==> src/rtl/bru_pkg.sv <==
package bru_pkg;

    localparam int ADDR_W   = 16;
    localparam int SHORT_W  = 8;
    localparam int SEL_W    = 4;
    localparam int NUM_SEL  = 1 << SEL_W;
    localparam int NUM_BASE = NUM_SEL / 2;
    localparam int EXT_W    = ADDR_W - SHORT_W;

    // Flag word, bit 5 down to bit 0
    typedef struct packed {
        logic half;
        logic imask;
        logic neg;
        logic zero;
        logic ovf;
        logic carry;
    } ccr_t;

    // Even code = test, odd code = its complement
    typedef enum logic [SEL_W-1:0] {
        SEL_ALWAYS = 4'd0,
        SEL_NEVER  = 4'd1,
        SEL_HI     = 4'd2,
        SEL_LS     = 4'd3,
        SEL_CC     = 4'd4,
        SEL_CS     = 4'd5,
        SEL_NE     = 4'd6,
        SEL_EQ     = 4'd7,
        SEL_VC     = 4'd8,
        SEL_VS     = 4'd9,
        SEL_PL     = 4'd10,
        SEL_MI     = 4'd11,
        SEL_GE     = 4'd12,
        SEL_LT     = 4'd13,
        SEL_GT     = 4'd14,
        SEL_LE     = 4'd15
    } cond_sel_e;

    typedef struct packed {
        logic              valid;
        logic              taken;
        logic [ADDR_W-1:0] pc;
    } bru_state_t;

endpackage

==> src/rtl/bru_cond_eval.sv <==
module bru_cond_eval
    import bru_pkg::*;
(
    input  logic             neg,
    input  logic             zero,
    input  logic             ovf,
    input  logic             carry,
    input  logic [SEL_W-1:0] sel,
    output logic             take
);

    logic [NUM_BASE-1:0] base_test;
    logic [NUM_SEL-1:0]  code_hit;
    logic                sign_agree;

    always_comb begin
        sign_agree   = (neg == ovf);
        base_test[0] = 1'b1;                  // always
        base_test[1] = ~carry & ~zero;        // unsigned higher
        base_test[2] = ~carry;                // carry clear / higher-or-same
        base_test[3] = ~zero;                 // not equal
        base_test[4] = ~ovf;                  // overflow clear
        base_test[5] = ~neg;                  // plus
        base_test[6] = sign_agree;            // signed greater-or-equal
        base_test[7] = ~zero & sign_agree;    // signed greater
    end

    for (genvar k = 0; k < NUM_SEL; k++) begin : g_code
        if (k % 2 == 0) begin : g_even
            assign code_hit[k] = base_test[k/2];
        end else begin : g_odd
            assign code_hit[k] = ~base_test[k/2];
        end
    end

    assign take = code_hit[sel];

endmodule

==> src/rtl/bru_target_calc.sv <==
module bru_target_calc
    import bru_pkg::*;
(
    input  logic [ADDR_W-1:0] base_pc,
    input  logic [ADDR_W-1:0] disp,
    input  logic              long_mode,
    output logic [ADDR_W-1:0] target
);

    logic [ADDR_W-1:0] short_ext;
    logic [ADDR_W-1:0] disp_sel;

    always_comb begin
        short_ext = {{EXT_W{disp[SHORT_W-1]}}, disp[SHORT_W-1:0]};
        disp_sel  = long_mode ? disp : short_ext;
        // Modulo 2^ADDR_W: carry out of the top bit is discarded
        target    = base_pc + disp_sel;
    end

endmodule

==> src/rtl/bru_unit.sv <==
module bru_unit
    import bru_pkg::*;
(
    input  logic              clk,
    input  logic              rst_n,
    input  logic              br_valid,
    input  logic [SEL_W-1:0]  cond_sel,
    input  logic [5:0]        ccr,
    input  logic              is_long,
    input  logic [ADDR_W-1:0] next_pc,
    input  logic [ADDR_W-1:0] offset,
    output logic              res_valid,
    output logic              taken,
    output logic [ADDR_W-1:0] pc_out
);

    ccr_t              flags;
    logic              cond_take;
    logic [ADDR_W-1:0] br_target;
    logic              unused_flag_bits;
    bru_state_t        st_d, st_q;

    assign flags            = ccr_t'(ccr);
    assign unused_flag_bits = flags.half ^ flags.imask;

    bru_cond_eval u_cond (
        .neg   (flags.neg),
        .zero  (flags.zero),
        .ovf   (flags.ovf),
        .carry (flags.carry),
        .sel   (cond_sel),
        .take  (cond_take)
    );

    bru_target_calc u_tgt (
        .base_pc   (next_pc),
        .disp      (offset),
        .long_mode (is_long),
        .target    (br_target)
    );

    always_comb begin
        st_d       = st_q;
        st_d.valid = br_valid;
        if (br_valid) begin
            st_d.taken = cond_take;
            st_d.pc    = cond_take ? br_target : next_pc;
        end
    end

    always_ff @(posedge clk) begin
        if (!rst_n) begin
            st_q <= '0;
        end else begin
            st_q <= st_d;
        end
    end

    assign res_valid = st_q.valid;
    assign taken     = st_q.taken;
    assign pc_out    = st_q.pc;

endmodule

==> config.mk <==
export PLATFORM = sky130hd
export DESIGN_NAME = bru_unit
export DESIGN_NICKNAME = d
export VERILOG_FILES = /design/src/rtl/bru_pkg.sv /design/src/rtl/bru_cond_eval.sv /design/src/rtl/bru_target_calc.sv /design/src/rtl/bru_unit.sv
export SDC_FILE = /design/constraint.sdc
export NUM_CORES = 1
export LEC_CHECK = 0
export CAP_MARGIN = 20
export CORE_MARGIN = 2
export CORE_UTILIZATION = 63
export CTS_BUF_LIST = sky130_fd_sc_hd__clkbuf_16
export CTS_CLUSTER_DIAMETER = 120
export DETAILED_ROUTE_END_ITERATION = 10
export DONT_BUFFER_PORTS = 1
export PLACE_DENSITY_LB_ADDON = 0.08
export SYNTH_ARGS = -nofsm -noshare
export SYNTH_HDL_FRONTEND = slang
export SYNTH_SLANG_ARGS = --single-unit
==> constraint.sdc <==
create_clock -name clk -period 3.2 [get_ports clk]
set_input_delay 0.32 -clock clk [delete_from_list [all_inputs] [get_ports clk]]
set_output_delay 0.32 -clock clk [all_outputs]
set_load 0.02 [all_outputs]
# Word level (Yosys, flattened, before mapping)
# Cells that the tools add are included.
# classes
add_sub_neg,1
n_mul,0
div_mod_pow,0
order_cmp,1
n_eq_ne,1
shift,0
n_mux,4
bitwise_logic,9
n_reduce_logical,0
# ops
op,n
16-bit 2-to-1 mux,2
16-bit adder,1
1-bit NOT,7
"4-bit by 5-bit less-than comparator with 1-bit output, second input constant",1
1-bit binary-select mux with 4-bit select,1
1-bit AND,2
1-bit equality test,1
1-bit 2-to-1 mux,1
# totals
register_bits,18
latch_bits,0
ram_bits,0
mem_bits_ro,0
inputBits,46
wordCells,19
memories,0

# Logic depth before layout (Yosys ltp)
# Gate-level depths: netlist (run 1).
# logic_depth
word_depth,6
mapped_depth,12
ltp_nobuf,9

# By module
# A second synthesis (run 1) with hierarchy kept.
# hier_totals
hier_cells,197
hier_area_um2,1651.6
# by_module_without_submodules
mod,n_inst,cells_each,area_each_um2
bru_target_calc,1,111,814.5
bru_unit,1,76,758.2
bru_cond_eval,1,10,78.8

# Worst setup path before layout (run 1)
# OpenSTA, ideal clock, no wires.
# synth_timing
path_kind,in2reg
startpoint,input port is_long
endpoint,register st_q (netlist bit pc_out[15])
arrival_time_ns,2.260
required_time_ns,3.076
slack_ns,0.816
stages,12
n_path_buf,3
path_cell_list,buf_2 > nand2b_1 > buf_2 > nand2_1 > ha_1 > clkbuf_1 > a21oi_1 > o21ai_0 > a211o_1 > a221oi_2 > mux2i_1 > nand3_1
# synth_via
elab_chain_cells,3
# synth_lines
element,line,source
from (decl),bru_unit.sv:9,"input logic is_long,"
16-bit 2-to-1 mux,bru_target_calc.sv:15,disp_sel = long_mode ? disp : short_ext;
16-bit adder,bru_target_calc.sv:17,target = base_pc + disp_sel;
16-bit 2-to-1 mux,bru_unit.sv:47,st_d.pc = cond_take ? br_target : next_pc;
to (signal assigned),bru_unit.sv:55,st_q <= st_d;
to (decl),bru_unit.sv:21,"bru_state_t st_d, st_q;"
# Every way passes these cells.
# A chain may end at the register's enable or synchronous reset.

# Worst setup path after layout (run 1)
# Ends and elaborated chain as after synthesis.

==> metrics, run 1 <==
Slew @ Worst Pin=0.7289 ns; DRC errors left=0; Top Ports=64; setup violators final=0; Post-Synthesis Cells=211; antenna cells=0; Final Cycle Share=72.34%; synthesized area per cell=7.976 sq um; clk sink count=18; Top FF cell, synth=dfxtp_1; Syn. warnings=0; Worst EP arrival=2.44 ns; cts bufs inserted=3; post-CTS resize count=0; layout cell share with drive strength beyond 1=7.282%; CP endpoint kind=flop; vias per inst=6.559; Area Growth Syn to Fin=4.089%; Power per Cell Area=467.1 nW/um^2; run status=finished clean; gpl congestion=0.8818; largest net degree at the start of global routing=26; Root Buffer=clkbuf_16; crit path from=is_long; Max-Cap Viols=0; Final Hold Fails=0; Die H=55.69 um; clock tree from TritonCTS=done; worst-path fanout max=9; Worst Hold Class=in -> reg; DR iter-0 viols=37; final net count=269; clk buf depth=2; Mapped Area=1683 sq um; crit path to=pc_out[15]; CP required=3.32 ns; WL per Instance=17.41 um; DR pass1 iterations=4; Post-synth EDFFs=0; Slew Limit Headroom=51.35%; RSZ-0062 raised after global routing=no; Clock Latency Late Sink=0.25 ns; Placement Rows=18; crit start category=input pin; Post-CTS Setup Bufs=0; H-tree Lvls=1; VDD IR-drop max=0.3591 mV; all-layer global routing usage=26.52%; sequential-to-total area share from yosys stat=21.41%; commonest non-fill, non-tap cell in the layout=nand2_1; Overflow after GRT=0; Lkg Pwr=0.0007557 uW; fmax=432.0 MHz; #FFs+latches synth=18; Core ar.=2500 sq um; fin cells=236; most frequent cells in the layout=nand2_1, a21oi_1, dfxtp_1, o21ai_0, ha_1; Tmin final=2.315 ns; clk_skew=0 ns; hold_buf cts=0; Total Die Area=3101 sq um; hold path startpoint=br_valid; Die X=55.69 um; Yosys cell types=52; FF-to-FF setup slack=2.25 ns; worst r2r path cells=3; syn_nets=273; first-pass GRT wire length=6741 um; hpwl dp=3336 um; ys async rst share=0%; placed cell count=232; Port-buffer cells=0; Critical R2R Capture=pc_out[12]; initial core utilization=67.32%; DRT antenna net count=0; Vias=1548; Clock transition at path regs=0.05 ns; Max Transition Viols Final=0; kind of critical path=in -> reg; vias in the first global route=1543; initial antenna violation count=0; RR Startpoint=pc_out[12]; Routed WL=4109 um; TNS Setup=0 ns
==> cells by family (layout without fill, tap and decap cells) <==
kind of cell	after synthesis	in the layout	synth area share, %
DFF	18	18	21.41
and+or+nand+nor	63	63	18.22
buffers and inverters	13	8	3.717
AOI/OAI and AO/OA	77	77	30.93
adders and majority gates	16	16	12.34
muxes	12	12	7.138
xor gates and xnor gates	12	12	6.245
==> per-stage QoR <==
| step | area [sq um] | worst slack (ns) | hold WS (ns) | power [uW] | utilization (%) |
|---|---|---|---|---|---|
| 2_1_floorplan | 1683 | 0.8159 | 0.4556 | 531.0 | - |
| 3_3_place_gp | 1673 | 0.7457 | 0.4140 | 559.8 | 66.92 |
| 3_5_place_dp | 1673 | 0.6349 | 0.4195 | 570.7 | 66.92 |
| 4_1_cts | 1752 | 0.9039 | 0.1582 | 820.1 | 70.07 |
| 5_1_grt | 1752 | 0.6780 | 0.1574 | 864.4 | 70.07 |
| 6_report | 1752 | 0.8851 | 0.1651 | 818.1 | 70.07 |
==> worst min-delay path by stage <==
stage / endpoint / slack [ns] / depth (start not counted)
3_5_place_dp: pc_out[7] / 0.42 / 1
3_3_place_gp: pc_out[4] / 0.41 / 1
2_1_floorplan: pc_out[10] / 0.46 / 2
6_report: pc_out[7] / 0.17 / 1
4_1_cts: pc_out[7] / 0.16 / 1
5_1_grt: pc_out[3] / 0.16 / 1
==> worst max-delay path, cell delays in order <==
cell and delay (ns):
nand2b_1 0.23, nand2_1 0.08, ha_1 0.37, a21oi_1 0.27, o21ai_0 0.17, a211o_1 0.30
a221oi_2 0.34, mux2i_1 0.26, nand3_1 0.10
==> report_power, final <==
group | total (uW) | switching [uW] | internal (uW)
clock network | 250 | 83.9 | 166
logic | 273 | 153 | 120
registers | 295 | 46.2 | 249
==> cells in the mapped netlist, types with 3 or more instances <==
| cell type | number | share of area, % |
|---|---|---|
| xor2_1 | 5 | 2.6 |
| inv_1 | 3 | 0.67 |
| o211ai_1 | 3 | 1.3 |
| a211oi_1 | 3 | 1.3 |
| o21a_1 | 3 | 1.3 |
| ha_1 | 15 | 11 |
| nor2_1 | 8 | 1.8 |
| clkbuf_1 | 5 | 1.1 |
| nor3_1 | 4 | 1.2 |
| nand2_1 | 27 | 6.0 |
| xnor2_1 | 7 | 3.6 |
| mux2i_1 | 12 | 7.1 |
| a21oi_1 | 25 | 7.4 |
| nand3_1 | 7 | 2.1 |
| a21o_1 | 4 | 1.8 |
| o21ai_0 | 17 | 5.1 |
| dfxtp_1 | 18 | 21 |
==> final cells by class <==
class / instances / area (sq um)
Clock buffer: 3 / 75.07
Clock inverter: 1 / 3.754
Fill cell: 209 / 748.2
Inverter: 4 / 15.01
Multi-Input combinational cell: 180 / 1260
Sequential cell: 18 / 360.3
Tap cell: 30 / 37.54
==> registers in the layout, summed over array words and instances (netlist names) <==
name,cells
pc_out,16
res_valid,1
taken,1
==> routing by layer <==
| metal | track usage [%] | wire length, um |
|---|---|---|
| met5 | 0 | 0 |
| met4 | 9.059 | 25 |
| met3 | 4.186 | 233 |
| met2 | 47.11 | 2061 |
| met1 | 32.23 | 1789 |
(Power assumes the default switching activity.)
==> inputs of run 2 (changes only) <==
Settings changed: ABC_AREA set to 1, CORE_UTILIZATION 63 to 65.
Clock period 3.2 ns to 2.17 ns, I/O delays scaled along.
==> metrics, run 2 <==
run status=finished clean (unchanged); syn_nets=432 (was 273); FF-to-FF setup slack=1.37 ns (was 2.25 ns); VDD IR-drop max=0.2599 mV (was 0.3591 mV); gpl congestion=0.9173 (was 0.8818); crit start category=input pin (unchanged); CP endpoint kind=flop (unchanged); Max Transition Viols Final=0 (unchanged); Post-CTS Setup Bufs=0 (unchanged); Critical R2R Capture=pc_out[3] (was pc_out[12]); Setup WS post-layout=0.5969 ns (was 0.8851 ns); initial antenna violation count=0 (unchanged); most instantiated cells after synthesis=nand2_1, inv_1, nor2_1, nand3_1, dfxtp_1 (was nand2_1, a21oi_1, dfxtp_1, o21ai_0, ha_1); vias per inst=5.228 (was 6.559); Worst EP arrival=1.68 ns (was 2.44 ns); Syn. warnings=0 (unchanged); Power per Cell Area=554.2 nW/um^2 (was 467.1 nW/um^2); Core ar.=3311 sq um (was 2500 sq um); cts bufs inserted=3 (unchanged); Clock transition at path regs=0.05 ns (about the same); DR pass1 iterations=6 (was 4); #FFs+latches synth=18 (unchanged); Die H=62.47 um (was 55.69 um); sequential-to-total area share from yosys stat=16.22% (was 21.41%); Die X=62.47 um (was 55.69 um); Worst Hold Class=in -> reg (unchanged); Mapped Area=2222 sq um (was 1683 sq um); synthesized area per cell=6.006 sq um (was 7.976 sq um); Lkg Pwr=0.001298 uW (was 0.0007557 uW); worst-path fanout max=9 (unchanged); final net count=430 (was 269); crit path from=is_long (unchanged); vias in the first global route=2090 (was 1543); hold path startpoint=br_valid (unchanged); most frequent cells in the layout=nand2_1, inv_1, nor2_1, nand3_1, dfxtp_1 (was nand2_1, a21oi_1, dfxtp_1, o21ai_0, ha_1); Synth area leader=nand2_1 (was dfxtp_1); post-CTS resize count=0 (unchanged); RSZ-0062 raised after global routing=no (unchanged); setup violators final=0 (unchanged); pre-CTS WS=0.3665 ns (was 0.6349 ns); CP required=2.28 ns (was 3.32 ns); initial core utilization=67.12% (was 67.32%); Total Die Area=3903 sq um (was 3101 sq um); DRT antenna net count=0 (unchanged); Hold Path Cell Cnt=2 (was 1); Max-Cap Viols=0 (unchanged); worst r2r path cells=2 (was 3); kind of critical path=in -> reg (unchanged); DRC errors left=0 (unchanged); WL per Instance=12.26 um (was 17.41 um); Synth area leaders=nand2_1, dfxtp_1, inv_1 (was dfxtp_1, ha_1, a21oi_1); hpwl dp=4166 um (was 3336 um); clk_skew=0 ns (unchanged); Top FF cell, synth=dfxtp_1 (unchanged); Overflow after GRT=0 (unchanged); Root Buffer=clkbuf_16 (unchanged); clk sink count=18 (unchanged); hold endpoint=res_valid (was pc_out[7]); commonest non-fill, non-tap cell in the layout=nand2_1 (unchanged); most frequent cell after synthesis=nand2_1 (unchanged); layout cell share with drive strength beyond 1=14.48% (was 7.282%); Post-synth EDFFs=0 (unchanged); all-layer global routing usage=27.41% (was 26.52%); hold_buf cts=0 (unchanged); Top Ports=64 (unchanged); fmax=635.7 MHz; largest net degree at the start of global routing=27 (was 26); Vias=2154 (was 1548); Final Cycle Share=72.49%; DR iter-0 viols=101 (was 37); top cell type's share of synthesized area=22.97% (was 21.41%); clk buf depth=2 (unchanged); Slew Limit Headroom=64.51% (was 51.35%); Placement Rows=21 (was 18); Port-buffer cells=0 (unchanged); H-tree Lvls=1 (unchanged); RR Startpoint=pc_out[3] (was pc_out[12]); Clock Latency Late Sink=0.24 ns (was 0.25 ns); Slew @ Worst Pin=0.5317 ns (was 0.7289 ns); Tmin final=1.573 ns; Final Hold Fails=0 (unchanged); clock tree from TritonCTS=done (unchanged); TNS Setup=0 ns (unchanged); ys async rst share=0% (unchanged); Routed WL=5052 um (was 4109 um); first-pass GRT wire length=8907 um (was 6741 um); fill cell count=329 (was 209); antenna cells=0 (unchanged); Yosys cell types=32 (was 52); Post-Synthesis Cells=370 (was 211); max reg flops=16 (unchanged); Area Growth Syn to Fin=2.984% (was 4.089%)
==> run 2: changes by cell type in the layout (fill, tap and decap cells not counted), sizes merged, moves of 4 or more <==
cell and change:
xnor2 -4, nand3b +7, inv +60, mux2i -12
nor2 +18, o21ai -13, nor3 -4, a21oi -8
nand2 +123, a21o -4, a211oi -4, nand3 +30
==> run 2: critical path, cell delays in order <==
cell	delay [ns]
inv_2	0.03
nand2_4	0.10
nand2_1	0.06
ha_1	0.37
nand2_1	0.12
nor2_1	0.17
and2_1	0.15
nand2_1	0.08
nand3_1	0.09
nand3_1	0.09
nand2_1	0.15
a21oi_2	0.06
==> run 2: worst max path at each step <==
stage                     depth (start not counted)          to  slack (ns)
final                                            12  pc_out[14]        0.60
after global routing                             12  pc_out[14]        0.40
after CTS                                        10  pc_out[12]        0.62
after detailed placement                         10  pc_out[12]        0.37
after global placement                           12  pc_out[14]        0.40
after floorplan                                  17  pc_out[15]        0.46
==> run 2: metal layers <==
metal,GRT usage (%),up-vias,wire length (um)
met2,48.79,65,2419
met3,3.964,8,387
met1,34.04,950,2176
met5,0,-,0
met4,8.333,0,70
li1,-,1131,-
==> run 2: through the flow <==
stage	utilization, %	std cells	hold WS, ns	cell area, sq um	power, uW
global route	69.12	412	0.07298	2288	1358
floorplan	-	370	0.3146	2222	857.2
global placement	66.86	409	0.3179	2213	903.0
detailed placement	66.86	409	0.3203	2213	915.4
CTS	69.12	412	0.06853	2288	1273
finish	69.12	412	0.06768	2288	1268
==> run 2: layout make-up <==
cell class	instances	area, sq um	area share [%]
multi-input combinational	279	1544	67.47
sequential	18	360.3	15.75
inverter	65	244.0	10.66
clock buffer	3	75.07	3.280
tap	46	57.56	2.515
timing repair buffer	1	7.507	0.3280
==> run 2: logic make-up after synthesis <==
| family | after synthesis | share of synthesized area [%] |
|---|---|---|
| AOI/OAI and AO/OA | 27 | 9.009 |
| xor gates and xnor gates | 5 | 1.971 |
| adders and majority gates | 16 | 9.347 |
| buffers and inverters | 73 | 14.30 |
| DFF | 18 | 16.22 |
| and+or+nand+nor | 231 | 49.16 |
==> run 2: where the power goes <==
part	leakage, uW	internal, uW	total (uW)	switching (uW)
clock network	0.0000370	242	356	114
registers	0.000149	362	417	54.4
logic	0.00111	186	495	309
==> inputs of run 3 (changes only) <==
Clock period 2.17 ns to 1.6 ns, I/O delays scaled along.
==> metrics, run 3 (synthesis gave the netlist of run 2 again) <==
run status=finished clean (unchanged); vias in the first global route=2075 (was 2090); Slew @ Worst Pin=0.5176 ns (was 0.5317 ns); commonest non-fill, non-tap cell in the layout=nand2_1 (unchanged); Core ar.=3311 sq um (unchanged); Worst EP arrival=1.55 ns (was 1.68 ns); Port-buffer cells=0 (unchanged); Register Area=360.3 sq um (unchanged); DRC errors left=0 (unchanged); Hold Slack=0.01515 ns (was 0.06768 ns); Finished Cell Area=2395 sq um (was 2288 sq um); hpwl dp=4168 um (was 4166 um); Top Ports=64 (unchanged); dpl cell area=2320 sq um (was 2213 sq um); Worst path max stage delay=0.45 ns (was 0.37 ns); VDD IR-drop max=0.3662 mV (was 0.2599 mV); clock tree from TritonCTS=done (unchanged); fmax=695.7 MHz; first-pass GRT wire length=8749 um (was 8907 um); Final Cycle Share=89.83%; Final Hold Fails=0 (unchanged); antenna cells=0 (unchanged); max reg flops=16 (unchanged); worst-path fanout max=4 (was 9); hold_buf cts=0 (unchanged); DR pass1 iterations=4 (was 6); Area Growth Syn to Fin=7.770% (was 2.984%); DR iter-0 viols=96 (was 101); setup violators final=0 (unchanged); initial core utilization=67.12% (unchanged); Root Buffer=clkbuf_16 (unchanged); Int Pwr=1112 uW (was 790.4 uW); WL per Instance=11.91 um (was 12.26 um); initial antenna violation count=0 (unchanged); CP required=1.71 ns (was 2.28 ns); DRT antenna net count=0 (unchanged); Placement Rows=21 (unchanged); post-CTS resize count=0 (unchanged); clk buf depth=2 (unchanged); TNS Setup=0 ns (unchanged); CP endpoint kind=flop (unchanged); clock network power share=27.0% (was 28.1%); Clock transition at path regs=0.05 ns (about the same); Vias=2152 (was 2154); cts bufs inserted=3 (unchanged); Lkg Pwr=0.001346 uW (was 0.001298 uW); critical-path cell list=ha_1 -> fa_1 -> nand2_1 -> a21oi_2 -> nand3_1 -> nand3_1 -> nand2_1 -> nand3_1 -> nand2_1 -> a21oi_2 (was inv_2 -> nand2_4 -> nand2_1 -> ha_1 -> nand2_1 -> nor2_1 -> and2_1 -> nand2_1 -> nand3_1 -> nand3_1 -> nand2_1 -> a21oi_2); pre-CTS WS=-0.07929 ns (was 0.3665 ns); kind of critical path=in -> reg (unchanged); Clock Latency Late Sink=0.24 ns (about the same); all-layer global routing usage=27.03% (was 27.41%); Total Die Area=3903 sq um (unchanged); gpl congestion=0.9496 (was 0.9173); largest net degree at the start of global routing=27 (unchanged); Setup WS post-layout=0.1627 ns (was 0.5969 ns); Max Transition Viols Final=0 (unchanged); Post-CTS Setup Bufs=0 (unchanged); clk sink count=18 (unchanged); NetSw=655.3 uW (was 477.8 uW); Overflow after GRT=0 (unchanged); Tmin final=1.437 ns; Die H=62.47 um (unchanged); Seq pwr share=32.0% (was 32.8%); H-tree Lvls=1 (unchanged); Net Sw Frac=37.09% (was 37.68%); Worst Hold Class=in -> reg (unchanged); crit start category=input pin (unchanged); Gate power share=41.0% (was 39.1%); fill cell count=322 (was 329); layout cell share with drive strength beyond 1=17.82% (was 14.48%); Die X=62.47 um (unchanged); Slew Limit Headroom=65.45% (was 64.51%); RSZ-0062 raised after global routing=no (unchanged); multi-input logic area=1575 sq um (was 1544 sq um); Power per Cell Area=737.9 nW/um^2 (was 554.2 nW/um^2); Slowest cell on crit path=fa_1 (was ha_1); Routed WL=5027 um (was 5052 um); most frequent cells in the layout=nand2_1, inv_1, nor2_1, nand3_1, dfxtp_1 (unchanged); vias per inst=5.100 (was 5.228); clk_skew=0 ns (unchanged); final net count=440 (was 430); Max-Cap Viols=0 (unchanged)
-- run 3: worst max-delay path, delay by kind of cell --
family,cells,cell delay [ns]
compound gates,2,0.14
fa+ha+maj,2,0.66
simple gates,6,0.59
-- run 3: worst paths after layout --
check,startpoint,to,slack (ns),cells past startpoint
worst max-delay path,offset[0],pc_out[12],0.16,10
worst min-delay path,rst_n,res_valid,0.02,2
worst max register to register,pc_out[3],pc_out[3],0.82,2
worst min register to register,pc_out[0],pc_out[0],0.57,2
-- run 3: power by group through the flow --
stage / logic [uW] / registers, uW / clock network, uW
6_report: 725 / 565 / 477
5_1_grt: 829 / 569 / 501
4_1_cts: 724 / 566 / 488
3_5_place_dp: 717 / 575 / 0
3_3_place_gp: 700 / 573 / 0
2_1_floorplan: 605 / 569 / 0
-- run 3: metal layers --
layer	share of wire (%)	vias up	track usage (%)
met4	1.2	0	6.667
li1	-	1149	-
met1	45	932	33.82
met3	7.3	7	4.685
met5	0	-	0
met2	47	64	47.98
-- run 3: final cells by class --
| class | instances | area share, % |
|---|---|---|
| clock buffer | 3 | 3.135 |
| inverter | 65 | 10.19 |
| multi-input combinational | 279 | 65.78 |
| sequential | 18 | 15.05 |
| tap | 46 | 2.403 |
| timing repair buffer | 11 | 3.448 |
-- run 3: stage by stage --
| step | util, % | std cells | total power, uW |
|---|---|---|---|
| floorplan | - | 370 | 1174 |
| global placement | 70.07 | 419 | 1274 |
| detailed placement | 70.07 | 419 | 1292 |
| CTS | 72.34 | 422 | 1778 |
| global route | 72.34 | 422 | 1899 |
| finish | 72.34 | 422 | 1767 |
